File: config.mk
export PLATFORM = sky130hd
export DESIGN_NAME = bus_cycle_seq
export DESIGN_NICKNAME = d
export VERILOG_FILES = /design/src/rtl/bcs_pkg.sv /design/src/rtl/bcs_beat_ctr.sv /design/src/rtl/bcs_lock_trk.sv /design/src/rtl/bus_cycle_seq.sv
export SDC_FILE = /design/constraint.sdc
export NUM_CORES = 1
export LEC_CHECK = 0
export BUFFER_PORTS_ARGS = -buffer_cell sky130_fd_sc_hd__buf_4
export CAP_MARGIN = 15
export CORE_AREA = 5 5 134 136
export CTS_CLUSTER_DIAMETER = 30
export DETAILED_ROUTE_END_ITERATION = 10
export DIE_AREA = 0 0 139 141
export PLACE_DENSITY = 0.65
export SLEW_MARGIN = 20
export SYNTH_ARGS = -nofsm -noshare
export SYNTH_HDL_FRONTEND = slang
export SYNTH_HIERARCHICAL = 1
export SYNTH_SLANG_ARGS = --single-unit
File: constraint.sdc
create_clock -name clk -period 1.5 [get_ports clk]
set_input_delay 0.225 -clock clk [delete_from_list [all_inputs] [get_ports clk]]
set_output_delay 0.225 -clock clk [all_outputs]
set_load 0.02 [all_outputs]
File: src/rtl/bcs_pkg.sv
`timescale 1ns/1ps
package bcs_pkg;
   typedef enum logic [2:0] {
      ST_IDLE,
      ST_ADDR,
      ST_DATA,
      ST_HELD,
      ST_BOFF
   } bcs_state_e;
endpackage

File: src/rtl/bcs_beat_ctr.sv
`timescale 1ns/1ps
module bcs_beat_ctr #(
   parameter int LINE_BEATS = 4
) (
   input  logic clk,
   input  logic rst_n,
   input  logic clr,
   input  logic step,
   input  logic fill_ok,
   output logic last
);
   localparam int CNT_W = (LINE_BEATS > 1) ? $clog2(LINE_BEATS) : 1;
   localparam logic [CNT_W-1:0] CNT_LAST = CNT_W'(LINE_BEATS - 1);

   logic [CNT_W-1:0] cnt_q;

   // On the first beat the fill decision comes straight from the enable input;
   // after that only the beat number matters.
   assign last = (cnt_q == '0) ? !fill_ok : (cnt_q == CNT_LAST);

   always_ff @(posedge clk or negedge rst_n) begin
      if (!rst_n)
         cnt_q <= '0;
      else if (clr)
         cnt_q <= '0;
      else if (step)
         cnt_q <= last ? '0 : cnt_q + 1'b1;
   end


   fill_len_chk: assert property (@(posedge clk) disable iff (!rst_n)
      (step && !clr && cnt_q == CNT_LAST) |=> (cnt_q == '0));
endmodule

File: src/rtl/bcs_lock_trk.sv
`timescale 1ns/1ps
module bcs_lock_trk (
   input  logic clk,
   input  logic rst_n,
   input  logic start,
   input  logic start_lock,
   input  logic finish,
   input  logic finish_lock,
   output logic lock_on
);
   always_ff @(posedge clk or negedge rst_n) begin
      if (!rst_n)
         lock_on <= 1'b0;
      else if (start && start_lock)
         lock_on <= 1'b1;
      else if (finish && !finish_lock)
         lock_on <= 1'b0;
   end


   lock_hold_chk: assert property (@(posedge clk) disable iff (!rst_n)
      (lock_on && !finish) |=> lock_on);
endmodule

File: src/rtl/bus_cycle_seq.sv
`timescale 1ns/1ps
module bus_cycle_seq #(
   parameter int ADDR_W     = 29,
   parameter int DATA_W     = 64,
   parameter int LINE_BEATS = 4
) (
   input  logic                 clk,
   input  logic                 rst_n,
   input  logic                 req_valid,
   output logic                 req_ready,
   input  logic [ADDR_W-1:0]    req_addr,
   input  logic [DATA_W/8-1:0]  req_be,
   input  logic [DATA_W-1:0]    req_wdata,
   input  logic                 req_write,
   input  logic                 req_mem,
   input  logic                 req_data,
   input  logic                 req_cacheable,
   input  logic                 req_lock,
   output logic                 done,
   output logic                 abort,
   output logic [DATA_W-1:0]    rdata,
   output logic                 rdata_valid,
   output logic [ADDR_W-1:0]    bus_addr,
   output logic [DATA_W/8-1:0]  bus_be_n,
   output logic [DATA_W-1:0]    bus_wdata,
   output logic                 bus_oe,
   output logic                 ads_n,
   output logic                 bus_mio,
   output logic                 bus_wr,
   output logic                 bus_dc,
   output logic                 bus_lock_n,
   output logic                 bus_breq,
   output logic                 bus_hlda,
   input  logic [DATA_W-1:0]    bus_rdata,
   input  logic                 rdy_n,
   input  logic                 boff_n,
   input  logic                 hold,
   input  logic                 cen_n
);
   import bcs_pkg::*;

   localparam int BE_W = DATA_W / 8;

   generate
      if (DATA_W % 8 != 0 || DATA_W < 8) begin : g_bad_width
         $error("bus_cycle_seq: DATA_W must be a whole number of bytes");
      end
      if (LINE_BEATS < 2 || (LINE_BEATS & (LINE_BEATS - 1)) != 0) begin : g_bad_beats
         $error("bus_cycle_seq: LINE_BEATS must be a power of two, at least 2");
      end
   endgenerate

   bcs_state_e          state_q, state_d;
   logic                pend_q;
   logic [ADDR_W-1:0]   p_addr;
   logic [BE_W-1:0]     p_be;
   logic [DATA_W-1:0]   p_wdata;
   logic                p_write, p_mem, p_data, p_cache, p_lock;

   logic accept, on_bus, backoff, beat, last, fill_ok, lock_on, start;

   assign accept  = req_valid && !pend_q;
   assign on_bus  = (state_q == ST_ADDR) || (state_q == ST_DATA);
   assign backoff = !boff_n;
   assign beat    = (state_q == ST_DATA) && !rdy_n && !backoff;
   assign fill_ok = !p_write && p_mem && p_cache && !cen_n;
   assign start   = (state_q == ST_IDLE) && (state_d == ST_ADDR);

   // request holding register
   always_ff @(posedge clk or negedge rst_n) begin
      if (!rst_n) begin
         pend_q  <= 1'b0;
         p_addr  <= '0;
         p_be    <= '0;
         p_wdata <= '0;
         p_write <= 1'b0;
         p_mem   <= 1'b0;
         p_data  <= 1'b0;
         p_cache <= 1'b0;
         p_lock  <= 1'b0;
      end else if (accept) begin
         pend_q  <= 1'b1;
         p_addr  <= req_addr;
         p_be    <= req_be;
         p_wdata <= req_wdata;
         p_write <= req_write;
         p_mem   <= req_mem;
         p_data  <= req_data;
         p_cache <= req_cacheable;
         p_lock  <= req_lock;
      end else if (done) begin
         pend_q  <= 1'b0;
      end
   end

   // cycle sequencing
   always_comb begin
      state_d = state_q;
      unique case (state_q)
         ST_IDLE: begin
            if (backoff)
               state_d = ST_IDLE;
            else if (hold && !lock_on)
               state_d = ST_HELD;
            else if (pend_q)
               state_d = ST_ADDR;
         end
         ST_ADDR: state_d = backoff ? ST_BOFF : ST_DATA;
         ST_DATA: begin
            if (backoff)
               state_d = ST_BOFF;
            else if (done)
               state_d = ST_IDLE;
         end
         ST_HELD: if (!hold)    state_d = ST_IDLE;
         ST_BOFF: if (!backoff) state_d = ST_IDLE;
         default: state_d = ST_IDLE;
      endcase
   end

   always_ff @(posedge clk or negedge rst_n) begin
      if (!rst_n)
         state_q <= ST_IDLE;
      else
         state_q <= state_d;
   end

   bcs_beat_ctr #(.LINE_BEATS(LINE_BEATS)) u_beat (
      .clk     (clk),
      .rst_n   (rst_n),
      .clr     (abort),
      .step    (beat),
      .fill_ok (fill_ok),
      .last    (last)
   );

   bcs_lock_trk u_lock (
      .clk         (clk),
      .rst_n       (rst_n),
      .start       (start),
      .start_lock  (p_lock),
      .finish      (done),
      .finish_lock (p_lock),
      .lock_on     (lock_on)
   );

   // write lanes: disabled bytes are driven as zero
   generate
      for (genvar b = 0; b < BE_W; b++) begin : g_lane
         assign bus_wdata[8*b +: 8] = p_be[b] ? p_wdata[8*b +: 8] : 8'h00;
      end
   endgenerate

   assign req_ready   = !pend_q;
   assign done        = beat && last;
   assign abort       = on_bus && backoff;
   assign rdata       = bus_rdata;
   assign rdata_valid = beat && !p_write;
   assign bus_addr    = p_addr;
   assign bus_be_n    = ~p_be;
   assign bus_oe      = on_bus;
   assign ads_n       = (state_q != ST_ADDR);
   assign bus_mio     = p_mem;
   assign bus_wr      = p_write;
   assign bus_dc      = p_data;
   assign bus_lock_n  = !lock_on;
   assign bus_breq    = pend_q;
   assign bus_hlda    = (state_q == ST_HELD);


   ads_pulse_chk: assert property (@(posedge clk) disable iff (!rst_n)
      !ads_n |=> ads_n);


   hlda_after_hold_chk: assert property (@(posedge clk) disable iff (!rst_n)
      $rose(bus_hlda) |-> ($past(hold) && !$past(bus_oe)));


   boff_float_chk: assert property (@(posedge clk) disable iff (!rst_n)
      (bus_oe && !boff_n) |=> (!bus_oe && ads_n));


   lock_no_hlda_chk: assert property (@(posedge clk) disable iff (!rst_n)
      !bus_lock_n |-> !bus_hlda);


   breq_on_accept_chk: assert property (@(posedge clk) disable iff (!rst_n)
      (req_valid && req_ready) |=> bus_breq);
endmodule

==> results of run 1 <==
## layout make-up
cell class / instances / share of cell area
Tap cell: 225 / 0.03528
Sequential cell: 113 / 0.3553
Clock buffer: 22 / 0.05942
Inverter: 12 / 0.005644
Multi-Input combinational cell: 218 / 0.2670
Timing Repair Buffer: 259 / 0.2669
Clock inverter: 9 / 0.01050
## cell usage in the layout, fill, tap and decap left out, drive strengths merged, types with 2 or more instances in the layout
cell type / count
buf: 257
dfrtp: 113
mux2: 98
and2: 64
clkbuf: 23
nand2: 13
inv: 12
o21ai: 9
nor2: 8
nand2b: 5
clkinvlp: 4
clkinv: 4
nor3: 3
nor2b: 2
ha: 2
## flip-flops by register name (all words and copies together) (netlist names), 2 cells and up
register,cells
p_wdata,64
bus_addr,29
p_be,8
state_q,3
u_beat/cnt_q,2
## stage by stage
stage	setup TNS, ns	instances	power, uW	util	area [um2]
2_1_floorplan	-0.02311	422	10060	-	5487
3_3_place_gp	0	810	12940	0.4196	7057
4_1_cts	-0.7164	852	17280	0.4629	7784
5_1_grt	-3.074	858	18630	0.4746	7980
6_report	-0.8118	858	17560	0.4746	7980
3_5_place_dp	0	810	13160	0.4196	7057
## cells by family after synthesis
group / after synthesis / synth area share
flip-flops: 113 / 0.5161
buffers and inverters: 91 / 0.1197
AO/OA/AOI/OAI: 14 / 0.01576
multiplexers: 99 / 0.2327
AND/OR/NAND/NOR: 101 / 0.1080
XOR/XNOR: 2 / 0.003198
adder cells (fa/ha/maj): 2 / 0.004567
## metal layers
metal	vias up	global-route usage
met1	1808	0.1606
li1	1739	-
met5	-	0
met4	0	0.06797
met2	168	0.2483
met3	42	0.06242
## critical path: cells and delay by family (launching register included)
kind	cells	cell delay (ns)
adder cells (fa/ha/maj)	1	0.18
AND/OR/NAND/NOR	4	0.41
buffers and inverters	2	0.19
flip-flops	1	0.35
## timing repair
action	in CTS	in global routing
pin swaps	7	7
hold buffers	1	0
gates resized for setup	20	32
buffers inserted	10	6
gates cloned	0	1
setup endpoints to repair	23	18
hold endpoints to repair	113	0
## worst paths after layout
path                                              from                 endpoint  slack (ns)  cells past startpoint
min in group asynchronous                        rst_n  p_wdata[11]$_DFFE_PN0P_        0.38                      3
max                        u_beat/cnt_q[1]$_DFFE_PN0P_                     done       -0.23                      7
min                                          req_be[6]      p_be[6]$_DFFE_PN0P_        0.04                      3
max in group asynchronous                        rst_n  p_wdata[34]$_DFFE_PN0P_        0.81                      3
min reg2reg                     p_wdata[2]$_DFFE_PN0P_   p_wdata[2]$_DFFE_PN0P_        0.50                      1
max reg2reg                       bus_breq$_DFFE_PN0P_  p_wdata[22]$_DFFE_PN0P_       -0.01                      4
## power by group through the flow
stage	clock (uW)	sequential [uW]	combinational (uW)
3_5_place_dp	0	5630	7520
6_report	3780	5590	8200
2_1_floorplan	0	5810	4250
5_1_grt	4040	5820	8770
4_1_cts	3870	5630	7780
3_3_place_gp	0	5540	7400
==> results.rst, run 1 <==
.. list-table::
   :header-rows: 1

   * - Metric
     - Value
   * - Largest net degree at the start of global routing
     - 61
   * - Post-synthesis instance area
     - 5479 um2
   * - WL met2
     - 7.659 mm
   * - Startpoint class of the critical path
     - flip-flop
   * - Yosys cell types
     - 32
   * - Clock insertion delay at the later pin of the skew report
     - 0.40 ns
   * - Global-route wire length before repair
     - 22.92 mm
   * - RePlAce Congestion
     - 0.7623
   * - NetSw
     - 6117 uW
   * - WP data required
     - 1.27 ns
   * - Worst IR Drop VDD
     - 1.067 mV
   * - Violation count after the first detailed-routing iteration
     - 89
   * - Arrival time at the worst endpoint
     - 1.50 ns
   * - Largest cells by area after synthesis
     - dfrtp_1, mux2_4, mux2_2
   * - Wire length per cell after detailed routing
     - 17.28 um
   * - Clock Sinks
     - 113
   * - Number of violations of the max-capacitance limit
     - 0
   * - Routed wire length
     - 14.83 mm
   * - Most common cell in the synthesized netlist
     - dfrtp_1
   * - Max Transition Viols Final
     - 0
   * - Crit Path Category
     - reg2out
   * - Starting utilization of the core area
     - 0.3258
   * - Setup ws final
     - -0.2282 ns
   * - Switching fraction of total power
     - 0.3483
   * - Fraction of registers with async set or reset after synthesis
     - 1.000
   * - Worst Max-Slew Pin Slew
     - 0.3326 ns
   * - First drt pass iteration count
     - 4
   * - Die boundary width
     - 139 um
   * - Area of the placeable core
     - 16820 um2
   * - Half-perimeter wire length after placement
     - 11.11 mm
   * - Main synth FF type
     - dfrtp_1
   * - Number of H-tree branching levels
     - 4
   * - Ordered list of cells on the worst path
     - inv_1, ha_2, nand2b_4, nand2_1, nand2b_1, nor2_2, buf_6
   * - Grt total ovfl
     - 0
   * - Detailed-route DRC error count
     - 0
   * - Filler Cells Inserted
     - 1550
   * - Routed Antenna Nets
     - 0
   * - Status
     - finished with violations
   * - Int Pwr
     - 11450 uW
   * - Total track usage
     - 0.1468
   * - Number of hold violations in the final report
     - 0
   * - Maximum number of buffers from clock root to sink
     - 2
   * - Top cell type's share of synthesized area
     - 0.5161
   * - Pre-CTS setup slack
     - 0.03592 ns
   * - Met3 wire length
     - 1.257 mm
   * - Cell area power density
     - 2201 nW/um2
   * - Clock network fraction of design power
     - 0.215
   * - CP max FO
     - 2
   * - Worst max-slew margin expressed relative to the limit
     - 0.7783
   * - Share of total power in sequential cells
     - 0.318
   * - Static Leak
     - 0.003859 uW
   * - Initial antenna violation count
     - 0
   * - Highest Clock Rate
     - 578.6 MHz
   * - Via count of the first global-routing pass
     - 4336
   * - Area taken by multi-input logic gates
     - 2131 um2
   * - Violations in the final reports
     - setup timing
   * - Area of the die
     - 19600 um2
   * - Gate Count Post-Synth
     - 422
   * - Min Tclk post-route
     - 1.728 ns
   * - Number of enable flip-flop cells after synthesis
     - 0
   * - Combinational Power Share
     - 0.467
   * - TritonCTS clock tree
     - yes
   * - Clock root cell
     - clkbuf_16
   * - Vert. Die Dim
     - 141 um
   * - Clock transition at the register clock pins on the worst setup and hold paths after CTS
     - 0.06 ns
   * - Worst setup skew after layout
     - 0.007442 ns
   * - Number of inserted diodes
     - 0
   * - Final Net Count
     - 800
   * - Warning count from the yosys run
     - 6
   * - Setup crit end kind
     - primary output
   * - Count of port buffers added during placement
     - 225
   * - Uppermost signal routing layer after detailed routing
     - met4
   * - Floorplan row count
     - 48
   * - Number of nets in the synthesized netlist
     - 601
   * - Commonest cells in the netlist
     - dfrtp_1, and2_1, buf_4
   * - Fraction of final layout cells sized beyond drive strength 1
     - 0.6524
   * - Path category of the worst min-delay check
     - in2reg
   * - Final setup violating endpoints
     - 10
   * - Metal1 wirelength
     - 5.489 mm
   * - Area used by sequential logic in the layout
     - 2835 um2
   * - Fraction of the yosys area taken by sequential cells
     - 0.5161
   * - Master of the slowest instance on the critical path
     - dfrtp_1
   * - Total I/O pin count
     - 354
   * - Biggest area consumer among synthesized cells
     - dfrtp_1
   * - Layout overhead on the synthesized area
     - 45.65%
   * - Average size of a mapped cell
     - 12.98 um2
   * - Slowest stage delay, CP
     - 0.35 ns
   * - Worst hold slack
     - 0.03518 ns
   * - Setup repair after global routing missed its margin
     - yes
   * - Total clock buffers created by CTS
     - 17
   * - Final Cycle Share
     - 1.152
   * - Count of state elements after synthesis
     - 113
   * - Via density per instance
     - 4.379
   * - Vias after detailed routing
     - 3757
No activity file was read; power rests on OpenSTA's default activity.
==> inputs of run 2 (changes only) <==
--- a/config.mk
+++ b/config.mk
@@ -12,6 +12,7 @@
 export DETAILED_ROUTE_END_ITERATION = 10
 export DIE_AREA = 0 0 139 141
 export PLACE_DENSITY = 0.65
+export SETUP_SLACK_MARGIN = 0.4
 export SLEW_MARGIN = 20
 export SYNTH_ARGS = -nofsm -noshare
 export SYNTH_HDL_FRONTEND = slang
==> results.rst, run 2 (same netlist as run 1, synthesis figures left out) <==
.. list-table::
   :header-rows: 1

   * - Metric
     - Value
   * - Cell area power density
     - 2200 nW/um2
   * - Highest Clock Rate
     - 544.2 MHz
   * - GR Layer Usage met3
     - 0.06716
   * - Setup repair after global routing missed its margin
     - yes
   * - Worst setup skew after layout
     - 0.004670 ns
   * - Filler Cells Inserted
     - 1294
   * - Area taken by multi-input logic gates
     - 2532 um2
   * - First drt pass iteration count
     - 4
   * - Initial antenna violation count
     - 0
   * - Wire length per cell after detailed routing
     - 18.04 um
   * - Area of the die
     - 19600 um2
   * - Worst IR Drop VDD
     - 1.143 mV
   * - Slowest stage delay, CP
     - 0.40 ns
   * - Status
     - finished with violations
   * - Worst max-slew margin expressed relative to the limit
     - 0.7869
   * - Floorplan row count
     - 48
   * - Number of flip-flops in the largest register
     - 64
   * - Number of hold violations in the final report
     - 0
   * - Largest net degree at the start of global routing
     - 48
   * - Via density per instance
     - 4.483
   * - Number of violations of the max-capacitance limit
     - 0
   * - Area used by sequential logic in the layout
     - 2844 um2
   * - TritonCTS clock tree
     - yes
   * - Crit Path Category
     - reg2out
   * - Vias after detailed routing
     - 4223
   * - Clock transition at the register clock pins on the worst setup and hold paths after CTS
     - 0.06 ns
   * - Final Cycle Share
     - 1.225
   * - Overall power after layout
     - 21740 uW
   * - Max Transition Viols Final
     - 0
   * - Setup crit end kind
     - primary output
   * - Vert. Die Dim
     - 141 um
   * - Largest register by flop count
     - p_wdata
   * - Total track usage
     - 0.1683
   * - Number of inserted diodes
     - 0
   * - Master of the slowest instance on the critical path
     - dfrtp_1
   * - Worst Max-Slew Pin Slew
     - 0.3197 ns
   * - Starting utilization of the core area
     - 0.3258
   * - Grt total ovfl
     - 0
   * - Total I/O pin count
     - 354
   * - Path category of the worst min-delay check
     - in2reg
   * - Commonest non-fill, non-tap cells in the layout
     - buf_4, buf_6, dfrtp_1
   * - Area of the placeable core
     - 16820 um2
   * - Total clock buffers created by CTS
     - 17
   * - Min Tclk post-route
     - 1.837 ns
   * - Half-perimeter wire length after placement
     - 10.78 mm
   * - Most used routing layer
     - met2
   * - Violations in the final reports
     - setup timing
   * - Worst hold slack
     - 0.02437 ns
   * - Via count of the first global-routing pass
     - 4886
   * - Clock insertion delay at the later pin of the skew report
     - 0.41 ns
   * - Routed Antenna Nets
     - 0
   * - Count of port buffers added during placement
     - 225
   * - WP data required
     - 1.27 ns
   * - Most common library cell in the layout ignoring fill and taps
     - buf_4
   * - Fraction of met2 tracks used by global routing
     - 0.2869
   * - Pre-CTS setup slack
     - 0.06126 ns
   * - CP max FO
     - 3
   * - Die boundary width
     - 139 um
   * - Ordered list of cells on the worst path
     - buf_4, ha_1, nand2b_4, nand2_1, nand2b_1, nor2_4, buf_6
   * - Final Net Count
     - 883
   * - RePlAce Congestion
     - 0.7557
   * - Startpoint class of the critical path
     - flip-flop
   * - Setup ws final
     - -0.3375 ns
   * - Arrival time at the worst endpoint
     - 1.61 ns
   * - GR Layer Usage met1
     - 0.1882
   * - Maximum number of buffers from clock root to sink
     - 2
   * - Clock root cell
     - clkbuf_16
   * - Detailed-route DRC error count
     - 0
   * - Violation count after the first detailed-routing iteration
     - 115
   * - Global-route wire length before repair
     - 26.01 mm
   * - Final setup violating endpoints
     - 8
   * - Fraction of final layout cells sized beyond drive strength 1
     - 0.8187
   * - Clock Sinks
     - 113
   * - Routed wire length
     - 16.99 mm
   * - Layout overhead on the synthesized area
     - 80.34%
   * - Share of the core filled with cells
     - 0.5876
   * - Number of H-tree branching levels
     - 4
   * - Static Leak
     - 0.004801 uW
==> run 2: cell types whose count changed in the layout (fill, tap and decap cells not counted), moves of 19 or more <==
cell    before  now
buf_6       18  147
mux2_4      44   98
buf_4      230  153
and2_1      58    0
mux2_2      54    0
buf_8        0   19
and2_4       6   64
==> run 2: path summary, 6_finish.rpt <==
kind,slack (ns),cells after the start,start,end
setup / recovery,-0.34,7,u_beat/cnt_q[0]$_DFFE_PN0P_,done
hold / removal,0.02,3,req_be[2],p_be[2]$_DFFE_PN0P_
setup reg to reg,-0.12,10,u_beat/cnt_q[0]$_DFFE_PN0P_,u_lock/lock_on$_DFFE_PN0P_
hold reg to reg,0.51,1,p_cache$_DFFE_PN0P_,p_cache$_DFFE_PN0P_
max in group asynchronous,0.65,3,rst_n,p_be[2]$_DFFE_PN0P_
min in group asynchronous,0.27,2,rst_n,state_q[2]$_DFF_PN0_
==> run 2: repair_timing <==
item | 4_1_cts | 5_1_grt
hold endpoints to repair | 20 | 0
pin swaps | 17 | 16
gates resized for setup | 339 | 41
hold buffers | 1 | 0
buffers inserted | 52 | 32
setup endpoints to repair | 223 | 226
cloned | 7 | 0
==> run 2: critical path, delay by kind of cell, from the launching register on <==
family | cells | cell delay [ns]
AND/OR/NAND/NOR | 4 | 0.31
buffers and inverters | 2 | 0.27
adder cells (fa/ha/maj) | 1 | 0.22
flip-flops | 1 | 0.40
==> run 2: per-layer routing <==
| layer | up-vias | share of wire |
|---|---|---|
| li1 | 1904 | - |
| met1 | 2090 | 0.38 |
| met2 | 194 | 0.52 |
| met3 | 35 | 0.082 |
| met4 | 0 | 0.026 |
| met5 | - | 0 |
==> run 2: power by group <==
group          leakage (uW)  internal (uW)  switching, uW
clock network      0.000270           2290           1530
logic               0.00320           7570           4620
registers           0.00133           4600           1130
==> run 2: final cells by class <==
type / count / area share
clock buffer: 17 / 0.04305
clock inverter: 15 / 0.01393
inverter: 12 / 0.006838
multi-input combinational: 218 / 0.2563
sequential: 113 / 0.2878
tap: 225 / 0.02849
timing repair buffer: 342 / 0.3636
==> run 2: per-stage QoR <==
step / cell area, um2 / setup TNS, ns / instances
2_1_floorplan: 5570 / 0 / 422
3_3_place_gp: 7173 / 0 / 818
3_5_place_dp: 7173 / 0 / 818
4_1_cts: 9467 / -0.9894 / 910
5_1_grt: 9881 / -2.394 / 942
6_report: 9881 / -1.166 / 942
==> inputs of run 3 (changes only) <==
--- a/config.mk
+++ b/config.mk
@@ -11,7 +11,7 @@
 export CTS_CLUSTER_DIAMETER = 30
 export DETAILED_ROUTE_END_ITERATION = 10
 export DIE_AREA = 0 0 139 141
-export PLACE_DENSITY = 0.65
+export PLACE_DENSITY = 0.62
 export SETUP_SLACK_MARGIN = 0.4
 export SLEW_MARGIN = 20
 export SYNTH_ARGS = -nofsm -noshare
==> results.rst, run 3 (same netlist as run 1, synthesis figures left out) <==
.. list-table::
   :header-rows: 1

   * - Metric
     - Value
   * - Status
     - finished with violations
   * - Violations in the final reports
     - setup timing
   * - Arrival time at the worst endpoint
     - 1.58 ns
   * - Pre-CTS setup slack
     - -0.005826 ns
   * - Fin cells
     - 942
   * - Setup crit end kind
     - primary output
   * - Most common library cell in the layout ignoring fill and taps
     - buf_4
   * - Worst Max-Slew Pin Slew
     - 0.6066 ns
   * - Slowest stage delay, CP
     - 0.42 ns
   * - Final Cycle Share
     - 1.205
   * - Highest Clock Rate
     - 553.2 MHz
   * - Clock transition at the register clock pins on the worst setup and hold paths after CTS
     - 0.06 ns
   * - Vias after detailed routing
     - 4200
   * - Total track usage
     - 0.1688
   * - Max Transition Viols Final
     - 0
   * - Filler Cells Inserted
     - 1326
   * - Number of placed instances, taps included
     - 809
   * - Setup ws final
     - -0.3077 ns
   * - Via count of the first global-routing pass
     - 4778
   * - Largest net degree at the start of global routing
     - 114
   * - Starting utilization of the core area
     - 0.3258
   * - Half-perimeter wire length after placement
     - 10.35 mm
   * - Layout overhead on the synthesized area
     - 80.54%
   * - RePlAce Congestion
     - 0.7658
   * - Ordered list of cells on the worst path
     - nor4bb_4, nand2b_4, nand2_4, nand2b_4, nor2_4, buf_6
   * - Number of flip-flops in the largest register
     - 64
   * - Commonest non-fill, non-tap cells in the layout
     - buf_4, buf_6, dfrtp_1
   * - Worst max-slew margin expressed relative to the limit
     - 0.5956
   * - CP max FO
     - 3
   * - Violation count after the first detailed-routing iteration
     - 58
   * - Final setup violating endpoints
     - 23
   * - Area of the die
     - 19600 um2
   * - Total I/O pin count
     - 354
   * - Setup TNS
     - -1.244 ns
   * - Number of violations of the max-capacitance limit
     - 0
   * - Grt total ovfl
     - 0
   * - Worst setup skew after layout
     - 0.004936 ns
   * - Initial antenna violation count
     - 0
   * - Number of hold violations in the final report
     - 0
   * - Worst IR Drop VDD
     - 1.239 mV
   * - Clock root cell
     - clkbuf_16
   * - Global-route wire length before repair
     - 25.83 mm
   * - Number of H-tree branching levels
     - 4
   * - Area taken by multi-input logic gates
     - 2554 um2
   * - Final Net Count
     - 883
   * - Largest register by flop count
     - p_wdata
   * - Cell area power density
     - 2220 nW/um2
   * - Count of port buffers added during placement
     - 225
   * - Die boundary width
     - 139 um
   * - First drt pass iteration count
     - 4
   * - Final std cell area, no fill
     - 9892 um2
   * - Clock insertion delay at the later pin of the skew report
     - 0.41 ns
   * - Number of inserted diodes
     - 0
   * - Detailed-route DRC error count
     - 0
   * - Startpoint class of the critical path
     - flip-flop
   * - Min Tclk post-route
     - 1.808 ns
   * - Crit Path Category
     - reg2out
   * - Fraction of final layout cells sized beyond drive strength 1
     - 0.8229
   * - Master of the slowest instance on the critical path
     - dfrtp_2
   * - Maximum number of buffers from clock root to sink
     - 2
   * - Routed wire length
     - 17.03 mm
   * - Total clock buffers created by CTS
     - 17
   * - Routed Antenna Nets
     - 0
   * - Floorplan row count
     - 48
   * - Via density per instance
     - 4.459
   * - Path category of the worst min-delay check
     - in2reg
   * - Area of the placeable core
     - 16820 um2
   * - Static Leak
     - 0.004815 uW
   * - Clock Sinks
     - 113
   * - Wire length per cell after detailed routing
     - 18.08 um
   * - Setup repair after global routing missed its margin
     - yes
   * - WP data required
     - 1.27 ns
   * - Area used by sequential logic in the layout
     - 2845 um2
   * - Placement Cell Area
     - 7143 um2
   * - Vert. Die Dim
     - 141 um
   * - TritonCTS clock tree
     - yes
   * - Crit-path most repeated cell
     - nand2b_4
## run 3: changes by cell type in the layout (fill, tap and decap cells not counted), moves of 2 or more
cell,previous run,this run
buf_8,19,11
buf_4,153,158
buf_6,147,151
clkbuf_8,0,4
clkinv_4,5,1
inv_6,3,0
bufinv_16,1,3
clkbuf_1,0,2
inv_1,2,0
inv_2,1,3
nand2_1,6,4
nand2b_1,4,2
nand2b_4,1,3
## run 3: where the power goes
part           leakage, uW  internal (uW)  total [uW]  switching, uW
combinational      0.00318           7430       12000           4580
sequential         0.00133           4610        5760           1150
clock             0.000299           2780        4190           1410
## run 3: cell type report
type                    count  area share
repair buffers            342      0.3566
flip-flops and latches    113      0.2876
multi-input cells         218      0.2582
clock buffers              23     0.04933
well taps                 225     0.02846
clock inverters             9     0.01303
inverters                  12    0.006830
## run 3: path summary, 6_finish.rpt
path,startpoint,to,slack (ns),depth (start not counted)
worst max-delay path,bus_wr$_DFFE_PN0P_,done,-0.31,6
worst min-delay path,req_be[0],p_be[0]$_DFFE_PN0P_,0.03,3
worst max register to register,u_beat/cnt_q[0]$_DFFE_PN0P_,state_q[1]$_DFF_PN0_,-0.27,13
worst min register to register,p_wdata[49]$_DFFE_PN0P_,p_wdata[49]$_DFFE_PN0P_,0.51,1
max in group asynchronous,rst_n,p_be[4]$_DFFE_PN0P_,0.56,3
min in group asynchronous,rst_n,p_wdata[7]$_DFFE_PN0P_,0.46,3
## run 3: critical path, delay by kind of cell (launching register included)
family / cells / cell delay (ns)
buf+inv: 1 / 0.13
simple gates: 5 / 0.63
flops: 1 / 0.42
## run 3: per-layer routing
| layer | share of wire | track usage | up-vias |
|---|---|---|---|
| li1 | - | - | 1898 |
| met2 | 0.53 | 0.3038 | 195 |
| met4 | 0.026 | 0.06385 | 0 |
| met1 | 0.35 | 0.1750 | 2064 |
| met3 | 0.086 | 0.07191 | 43 |
| met5 | 0 | 0 | - |
## run 3: stage by stage
| step | utilization | hold slack, ns | total power, uW |
|---|---|---|---|
| floorplan | - | -0.07059 | 10230 |
| global placement | 0.4248 | 0.3563 | 13090 |
| detailed placement | 0.4248 | 0.3703 | 13260 |
| CTS | 0.5693 | 0.01372 | 21390 |
| global route | 0.5882 | 0.01148 | 22980 |
| finish | 0.5882 | 0.02763 | 21960 |
## run 3: repair_timing
action	in CTS	in global routing
setup endpoints to repair	225	226
resized for setup	345	32
cloned	6	0
setup buffers	68	26
hold buffers	1	0
pin swaps	17	15
endpoints found under the hold margin	113	0
